File: src/rtl/mbox_pkg.sv
package mbox_pkg;

  typedef enum logic [2:0] {
    RK_NONE = 3'd0,
    RK_EN   = 3'd1,
    RK_ST   = 3'd2,
    RK_CMD  = 3'd3,
    RK_DAT  = 3'd4
  } reg_kind_e;

  typedef struct packed {
    reg_kind_e  kind;
    logic [7:0] ch;
  } reg_hit_t;

  // Map a byte offset onto one direction's window that starts at base.
  function automatic reg_hit_t decode(input logic [31:0] addr,
                                      input logic [31:0] base,
                                      input logic [31:0] nch);
    reg_hit_t    h;
    logic [31:0] off;
    h.kind = RK_NONE;
    h.ch   = 8'd0;
    off    = addr - base;
    if (addr >= base && off < 32'd8 + 32'd8 * nch && addr[1:0] == 2'b00) begin
      if (off == 32'd0)      h.kind = RK_EN;
      else if (off == 32'd4) h.kind = RK_ST;
      else begin
        h.ch   = 8'((off - 32'd8) >> 3);
        h.kind = (off[2] == 1'b0) ? RK_CMD : RK_DAT;
      end
    end
    return h;
  endfunction

endpackage

File: src/rtl/mbox_dir.sv
module mbox_dir
  import mbox_pkg::*;
#(
  parameter int NCH  = 4,
  parameter int DW   = 32,
  parameter int AW   = 8,
  parameter int BASE = 0
) (
  input  logic                    clk,
  input  logic                    rst,
  input  logic                    snd_we,
  input  logic [AW-1:0]           snd_addr,
  input  logic [DW-1:0]           snd_wdata,
  input  logic                    rcv_we,
  input  logic [AW-1:0]           rcv_addr,
  input  logic [DW-1:0]           rcv_wdata,
  output logic [NCH-1:0][DW-1:0]  cmd_o,
  output logic [NCH-1:0][DW-1:0]  dat_o,
  output logic [NCH-1:0]          pend_o,
  output logic [NCH-1:0]          en_o,
  output logic [NCH-1:0]          irq_o
);

  reg_hit_t sh, rh;
  assign sh = decode(32'(snd_addr), 32'(BASE), 32'(NCH));
  assign rh = decode(32'(rcv_addr), 32'(BASE), 32'(NCH));

  logic [NCH-1:0] set_v, clr_v, pend_n, en_n;
  logic [NCH-1:0] pend_q, en_q, irq_q;
  logic [NCH-1:0][DW-1:0] cmd_q, dat_q;

  generate
    if (DW > NCH) begin : g_unused
      logic unused_hi;
      assign unused_hi = ^rcv_wdata[DW-1:NCH];
    end
    for (genvar i = 0; i < NCH; i++) begin : g_ch
      logic hit_cmd, hit_dat;
      assign hit_cmd  = snd_we && sh.kind == RK_CMD && sh.ch == 8'(i);
      assign hit_dat  = snd_we && sh.kind == RK_DAT && sh.ch == 8'(i);
      assign set_v[i] = hit_dat;
      always_ff @(posedge clk) begin
        if (rst) begin
          cmd_q[i] <= '0;
          dat_q[i] <= '0;
        end else begin
          if (hit_cmd) cmd_q[i] <= snd_wdata;
          if (hit_dat) dat_q[i] <= snd_wdata;
        end
      end
    end
  endgenerate

  assign clr_v  = (rcv_we && rh.kind == RK_ST) ? rcv_wdata[NCH-1:0] : '0;
  assign en_n   = (rcv_we && rh.kind == RK_EN) ? rcv_wdata[NCH-1:0] : en_q;
  assign pend_n = (pend_q & ~clr_v) | set_v;

  always_ff @(posedge clk) begin
    if (rst) begin
      pend_q <= '0;
      en_q   <= '0;
      irq_q  <= '0;
    end else begin
      pend_q <= pend_n;
      en_q   <= en_n;
      irq_q  <= pend_n & en_n;
    end
  end

  assign cmd_o  = cmd_q;
  assign dat_o  = dat_q;
  assign pend_o = pend_q;
  assign en_o   = en_q;
  assign irq_o  = irq_q;

endmodule

File: src/rtl/mbox_rdmux.sv
module mbox_rdmux
  import mbox_pkg::*;
#(
  parameter int NCH = 4,
  parameter int DW  = 32,
  parameter int AW  = 8
) (
  input  logic [AW-1:0]          addr,
  input  logic [NCH-1:0][DW-1:0] ab_cmd,
  input  logic [NCH-1:0][DW-1:0] ab_dat,
  input  logic [NCH-1:0]         ab_pend,
  input  logic [NCH-1:0]         ab_en,
  input  logic [NCH-1:0][DW-1:0] ba_cmd,
  input  logic [NCH-1:0][DW-1:0] ba_dat,
  input  logic [NCH-1:0]         ba_pend,
  input  logic [NCH-1:0]         ba_en,
  output logic [DW-1:0]          word
);

  localparam int SPAN = 8 + 8 * NCH;

  reg_hit_t ha, hb;
  assign ha = decode(32'(addr), 32'd0, 32'(NCH));
  assign hb = decode(32'(addr), 32'(SPAN), 32'(NCH));

  always_comb begin
    word = '0;
    case (ha.kind)
      RK_EN:   word[NCH-1:0] = ab_en;
      RK_ST:   word[NCH-1:0] = ab_pend;
      RK_CMD:  for (int i = 0; i < NCH; i++) if (ha.ch == 8'(i)) word = ab_cmd[i];
      RK_DAT:  for (int i = 0; i < NCH; i++) if (ha.ch == 8'(i)) word = ab_dat[i];
      default: ;
    endcase
    case (hb.kind)
      RK_EN:   word[NCH-1:0] = ba_en;
      RK_ST:   word[NCH-1:0] = ba_pend;
      RK_CMD:  for (int i = 0; i < NCH; i++) if (hb.ch == 8'(i)) word = ba_cmd[i];
      RK_DAT:  for (int i = 0; i < NCH; i++) if (hb.ch == 8'(i)) word = ba_dat[i];
      default: ;
    endcase
  end

endmodule

File: src/rtl/ipc_mailbox.sv
module ipc_mailbox #(
  parameter int NCH = 4,
  parameter int DW  = 32,
  parameter int AW  = 8
) (
  input  logic           clk,
  input  logic           rst,
  input  logic           a_en,
  input  logic           a_we,
  input  logic [AW-1:0]  a_addr,
  input  logic [DW-1:0]  a_wdata,
  output logic [DW-1:0]  a_rdata,
  input  logic           b_en,
  input  logic           b_we,
  input  logic [AW-1:0]  b_addr,
  input  logic [DW-1:0]  b_wdata,
  output logic [DW-1:0]  b_rdata,
  output logic [NCH-1:0] irq_to_b,
  output logic [NCH-1:0] irq_to_a
);

  localparam int SPAN = 8 + 8 * NCH;

  logic a_wr, b_wr;
  assign a_wr = a_en && a_we;
  assign b_wr = b_en && b_we;

  logic [NCH-1:0][DW-1:0] a2b_cmd, a2b_dat, b2a_cmd, b2a_dat;
  logic [NCH-1:0]         a2b_pend, a2b_en, b2a_pend, b2a_en;

  mbox_dir #(.NCH(NCH), .DW(DW), .AW(AW), .BASE(0)) u_a2b (
    .clk(clk), .rst(rst),
    .snd_we(a_wr), .snd_addr(a_addr), .snd_wdata(a_wdata),
    .rcv_we(b_wr), .rcv_addr(b_addr), .rcv_wdata(b_wdata),
    .cmd_o(a2b_cmd), .dat_o(a2b_dat), .pend_o(a2b_pend), .en_o(a2b_en),
    .irq_o(irq_to_b)
  );

  mbox_dir #(.NCH(NCH), .DW(DW), .AW(AW), .BASE(SPAN)) u_b2a (
    .clk(clk), .rst(rst),
    .snd_we(b_wr), .snd_addr(b_addr), .snd_wdata(b_wdata),
    .rcv_we(a_wr), .rcv_addr(a_addr), .rcv_wdata(a_wdata),
    .cmd_o(b2a_cmd), .dat_o(b2a_dat), .pend_o(b2a_pend), .en_o(b2a_en),
    .irq_o(irq_to_a)
  );

  logic [DW-1:0] mux_a, mux_b, a_rdata_q, b_rdata_q;

  mbox_rdmux #(.NCH(NCH), .DW(DW), .AW(AW)) u_rd_a (
    .addr(a_addr),
    .ab_cmd(a2b_cmd), .ab_dat(a2b_dat), .ab_pend(a2b_pend), .ab_en(a2b_en),
    .ba_cmd(b2a_cmd), .ba_dat(b2a_dat), .ba_pend(b2a_pend), .ba_en(b2a_en),
    .word(mux_a)
  );

  mbox_rdmux #(.NCH(NCH), .DW(DW), .AW(AW)) u_rd_b (
    .addr(b_addr),
    .ab_cmd(a2b_cmd), .ab_dat(a2b_dat), .ab_pend(a2b_pend), .ab_en(a2b_en),
    .ba_cmd(b2a_cmd), .ba_dat(b2a_dat), .ba_pend(b2a_pend), .ba_en(b2a_en),
    .word(mux_b)
  );

  always_ff @(posedge clk) begin
    if (rst) begin
      a_rdata_q <= '0;
      b_rdata_q <= '0;
    end else begin
      if (a_en && !a_we) a_rdata_q <= mux_a;
      if (b_en && !b_we) b_rdata_q <= mux_b;
    end
  end

  assign a_rdata = a_rdata_q;
  assign b_rdata = b_rdata_q;

endmodule

File: config.mk
export PLATFORM = sky130hd
export DESIGN_NAME = ipc_mailbox
export DESIGN_NICKNAME = d
export VERILOG_FILES = /design/src/rtl/mbox_pkg.sv /design/src/rtl/mbox_dir.sv /design/src/rtl/mbox_rdmux.sv /design/src/rtl/ipc_mailbox.sv
export SDC_FILE = /design/constraint.sdc
export NUM_CORES = 2
export LEC_CHECK = 0
export ABC_CLOCK_PERIOD_IN_PS = 10600
export BUFFER_PORTS_ARGS = -buffer_cell sky130_fd_sc_hd__clkbuf_2
export CAP_MARGIN = 30
export CORE_MARGIN = 3
export CORE_UTILIZATION = 40
export CTS_CLUSTER_DIAMETER = 40
export DETAILED_ROUTE_END_ITERATION = 10
export GPL_TIMING_DRIVEN = 1
export PLACE_DENSITY = 0.62
export RECOVER_POWER = 50
export SLEW_MARGIN = 20
export SYNTH_ARGS = -nofsm -noshare
export SYNTH_HDL_FRONTEND = slang
export SYNTH_HIERARCHICAL = 1
export SYNTH_SLANG_ARGS = --single-unit
File: constraint.sdc
create_clock -name clk -period 10.6 [get_ports clk]
set_clock_uncertainty 0.05 [all_clocks]
set_input_delay 3.18 -clock clk [delete_from_list [all_inputs] [get_ports clk]]
set_output_delay 3.18 -clock clk [all_outputs]
set_load 0.1 [all_outputs]
==> results.yml <==
hold_path:
  min_path_type: "reg2reg"
placed_design:
  place_area_sq_mm: 0.03495
  pre_cts_slack_ns: 3.098
  gp_congestion: 0.9529
  portBuffers: 157
  dp.cells: 4658
  hpwl_um: 82880
sta:
  setup_tns_ns: 0
  relSlewSlack_pct: -144.1
  worstMarginPinSlew_ns: 3.662
  worst_hold_slack_ns: 0.4262
  post-route-period-util_pct: 72.32
  layout_min_cycle_time_ns: 7.666
  drv_slew: 341
  setup_viol: 0
  grt_setup_unrepaired: "no"
  clock.fmax_mhz: 130.5
  final_hold_viol_count: 0
  fin_ws_ns: 2.934
logic_synthesis:
  synthTopCellsByArea: "dfxtp_1, mux2i_1, nand2b_1"
  synthArstFlopShare_pct: 0
  synth_top_area_share_pct: 35.62
  synth.largest_area_cell: "dfxtp_1"
  syn_area_sq_mm: 0.03372
  synth_edf_count: 0
  ys.flop_type: "dfxtp_1"
  ys_seq_area_share_pct: 35.62
  yosysWarnings: 6
  synth_area_per_cell_sq_um: 9.101
  syn_nets: 3803
  syn-instance-count: 3705
  ys_types: 94
  synth-seq-cells: 600
setup_path:
  criticalPathCategory: "in2reg"
  cp_cell_sequence: "clkbuf_2 -> clkbuf_1 -> and2_0 -> and4bb_1 -> nand4_1 -> clkbuf_1 -> a21boi_0 -> nor3_1"
  cpMostUsedCell: "clkbuf_1"
  start_kind: "input port"
  cp_slowest_cell: "clkbuf_1"
  required_ns: 11.03
  cpPeakStageDelay_ns: 2.57
  critPathMaxFanout: 34
  worstPathArrival_ns: 8.09
  crit_path_end_kind: "flop"
layout:
  nets: 3786
  layout_commonest_cell: "dfxtp_1"
  instances_no_fill: 4845
  fill_cells: 7972
  multi_input_area_sq_mm: 0.01995
  final_util_pct: 46.15
  final_cell_area_sq_mm: 0.03820
  area_growth_pct: 13.28
  regArea_sq_mm: 0.01201
  drive_gt1_share_pct: 13.71
  layout_common_cells: "dfxtp_1, mux2i_1, nand2b_1, nor2_1, nand2_1"
detailed_routing:
  first_iter_violations: 3937
  drtAntennaViolNets: 0
  drtPass1Iterations: 9
  drt_wl_total_um: 133100
  viasPerCell: 6.246
  via_count: 30260
  route.detailed.drc: 0
  wl_per_cell_um: 27.47
run_status:
  violations: "max-capacitance violations, max-slew violations"
  status: "complete, but fails checks"
clocking:
  cts_tree: "yes"
  cts_setup_buffers: 0
  cts_resized: 0
  htreeDepth: 3
  cts.sinks: 600
  hold_buffers: 0
  cts_root_buf: "clkbuf_16"
  clockBufferDepth: 3
  clkSlewWorstSetupHoldPaths_ns: 0.06
  worstSkewPairLatency_ns: 0.66
  numCtsBuffers: 96
die:
  io_pins: 158
  core-area_sq_mm: 0.08277
  dieArea_sq_mm: 0.08782
  num_rows: 105
  start_util_pct: 40.74
  die-height_um: 296.3
  die_w_um: 296.3
pwr:
  p_per_area_mw_per_mm2: 153.6
  power_leakage_nw: 16.28
  vdd_ir_drop_max_uv: 145.1
  power.total_mw: 5.868
grt:
  track_usage_pct: 29.20
  grt_pass1_vias: 28280
  grt_max_degree: 275
  grt-ovfl-total: 0
  grt_pass1_wl_um: 193800
  antenna_found_initial: 12
run:
  drv_cap: 14
==> per-layer routing <==
layer,vias to the layer above,global-route usage (%),wire length [um]
met5,-,0,26
met4,4,16.56,8071
met3,341,5.824,13800
met2,1796,43.14,56320
met1,14700,39.72,54880
li1,13420,-,-
==> cells in the mapped netlist (15+ instances only) <==
cell type	instances
nand4bb_1	64
a2bb2oi_1	15
buf_1	38
or4_1	23
buf_6	29
buf_4	18
o22ai_1	34
o221ai_1	38
a21oi_1	160
o21ai_0	103
o21ai_2	61
clkbuf_1	183
mux2i_1	575
a21o_1	26
a211oi_1	25
nor2_1	210
inv_1	50
a21boi_0	32
nand4_1	19
mux2_2	65
nand3_1	18
a221oi_1	135
nand2_1	189
dfxtp_1	600
nor3_1	48
nand2b_1	527
a22oi_1	83
buf_2	82
o211ai_1	22
==> path summary, 6_finish.rpt <==
path             startpoint        endpoint  slack [ns]  cells after the start
max                    a_we  u_a2b/irq_o[2]        2.93                      8
min              a_rdata[8]      a_rdata[8]        0.43                      2
max reg2reg  u_a2b/dat_o[6]      a_rdata[6]        8.35                      9
min reg2reg      a_rdata[8]      a_rdata[8]        0.43                      2
==> power breakdown <==
part	total, mW	switching [mW]	internal [mW]
sequential	2.26	0.00159	2.26
combinational	0.334	0.231	0.104
clock	3.27	1.28	2.00
==> state kept, by name, indices dropped and copies added, names as in the netlist, 32 cells and up <==
| name | count |
|---|---|
| u_b2a/dat_o | 128 |
| u_a2b/dat_o | 128 |
| b_rdata | 32 |
| u_a2b/cmd_o | 128 |
| a_rdata | 32 |
| u_b2a/cmd_o | 128 |
==> cell families after synthesis <==
logic type               count (synthesis)  share of synthesized area, %
AND/OR/NAND/NOR                       1204                         20.78
AO/OA/AOI/OAI                          832                         17.89
multiplexers                           641                         19.31
flip-flops                             600                         35.62
buffers and inverters                  404                         5.647
XOR/XNOR                                12                        0.3117
adder cells (fa/ha/maj)                 12                        0.4453
==> final cells by class <==
cell class	count	share of cell area, %
clock inverters	66	2.001
diodes	5	0.03276
inverters	54	0.5306
clock buffers	114	6.810
well taps	1070	3.505
multi-input cells	2701	52.23
repair buffers	235	3.446
flip-flops and latches	600	31.45
==> worst max-delay path, delay by kind of cell <==
| family | cells | cell delay (ns) |
|---|---|---|
| and+or+nand+nor | 4 | 1.13 |
| AOI/OAI and AO/OA | 1 | 0.40 |
| buffers and inverters | 3 | 3.36 |
(Power assumes the default switching activity.)
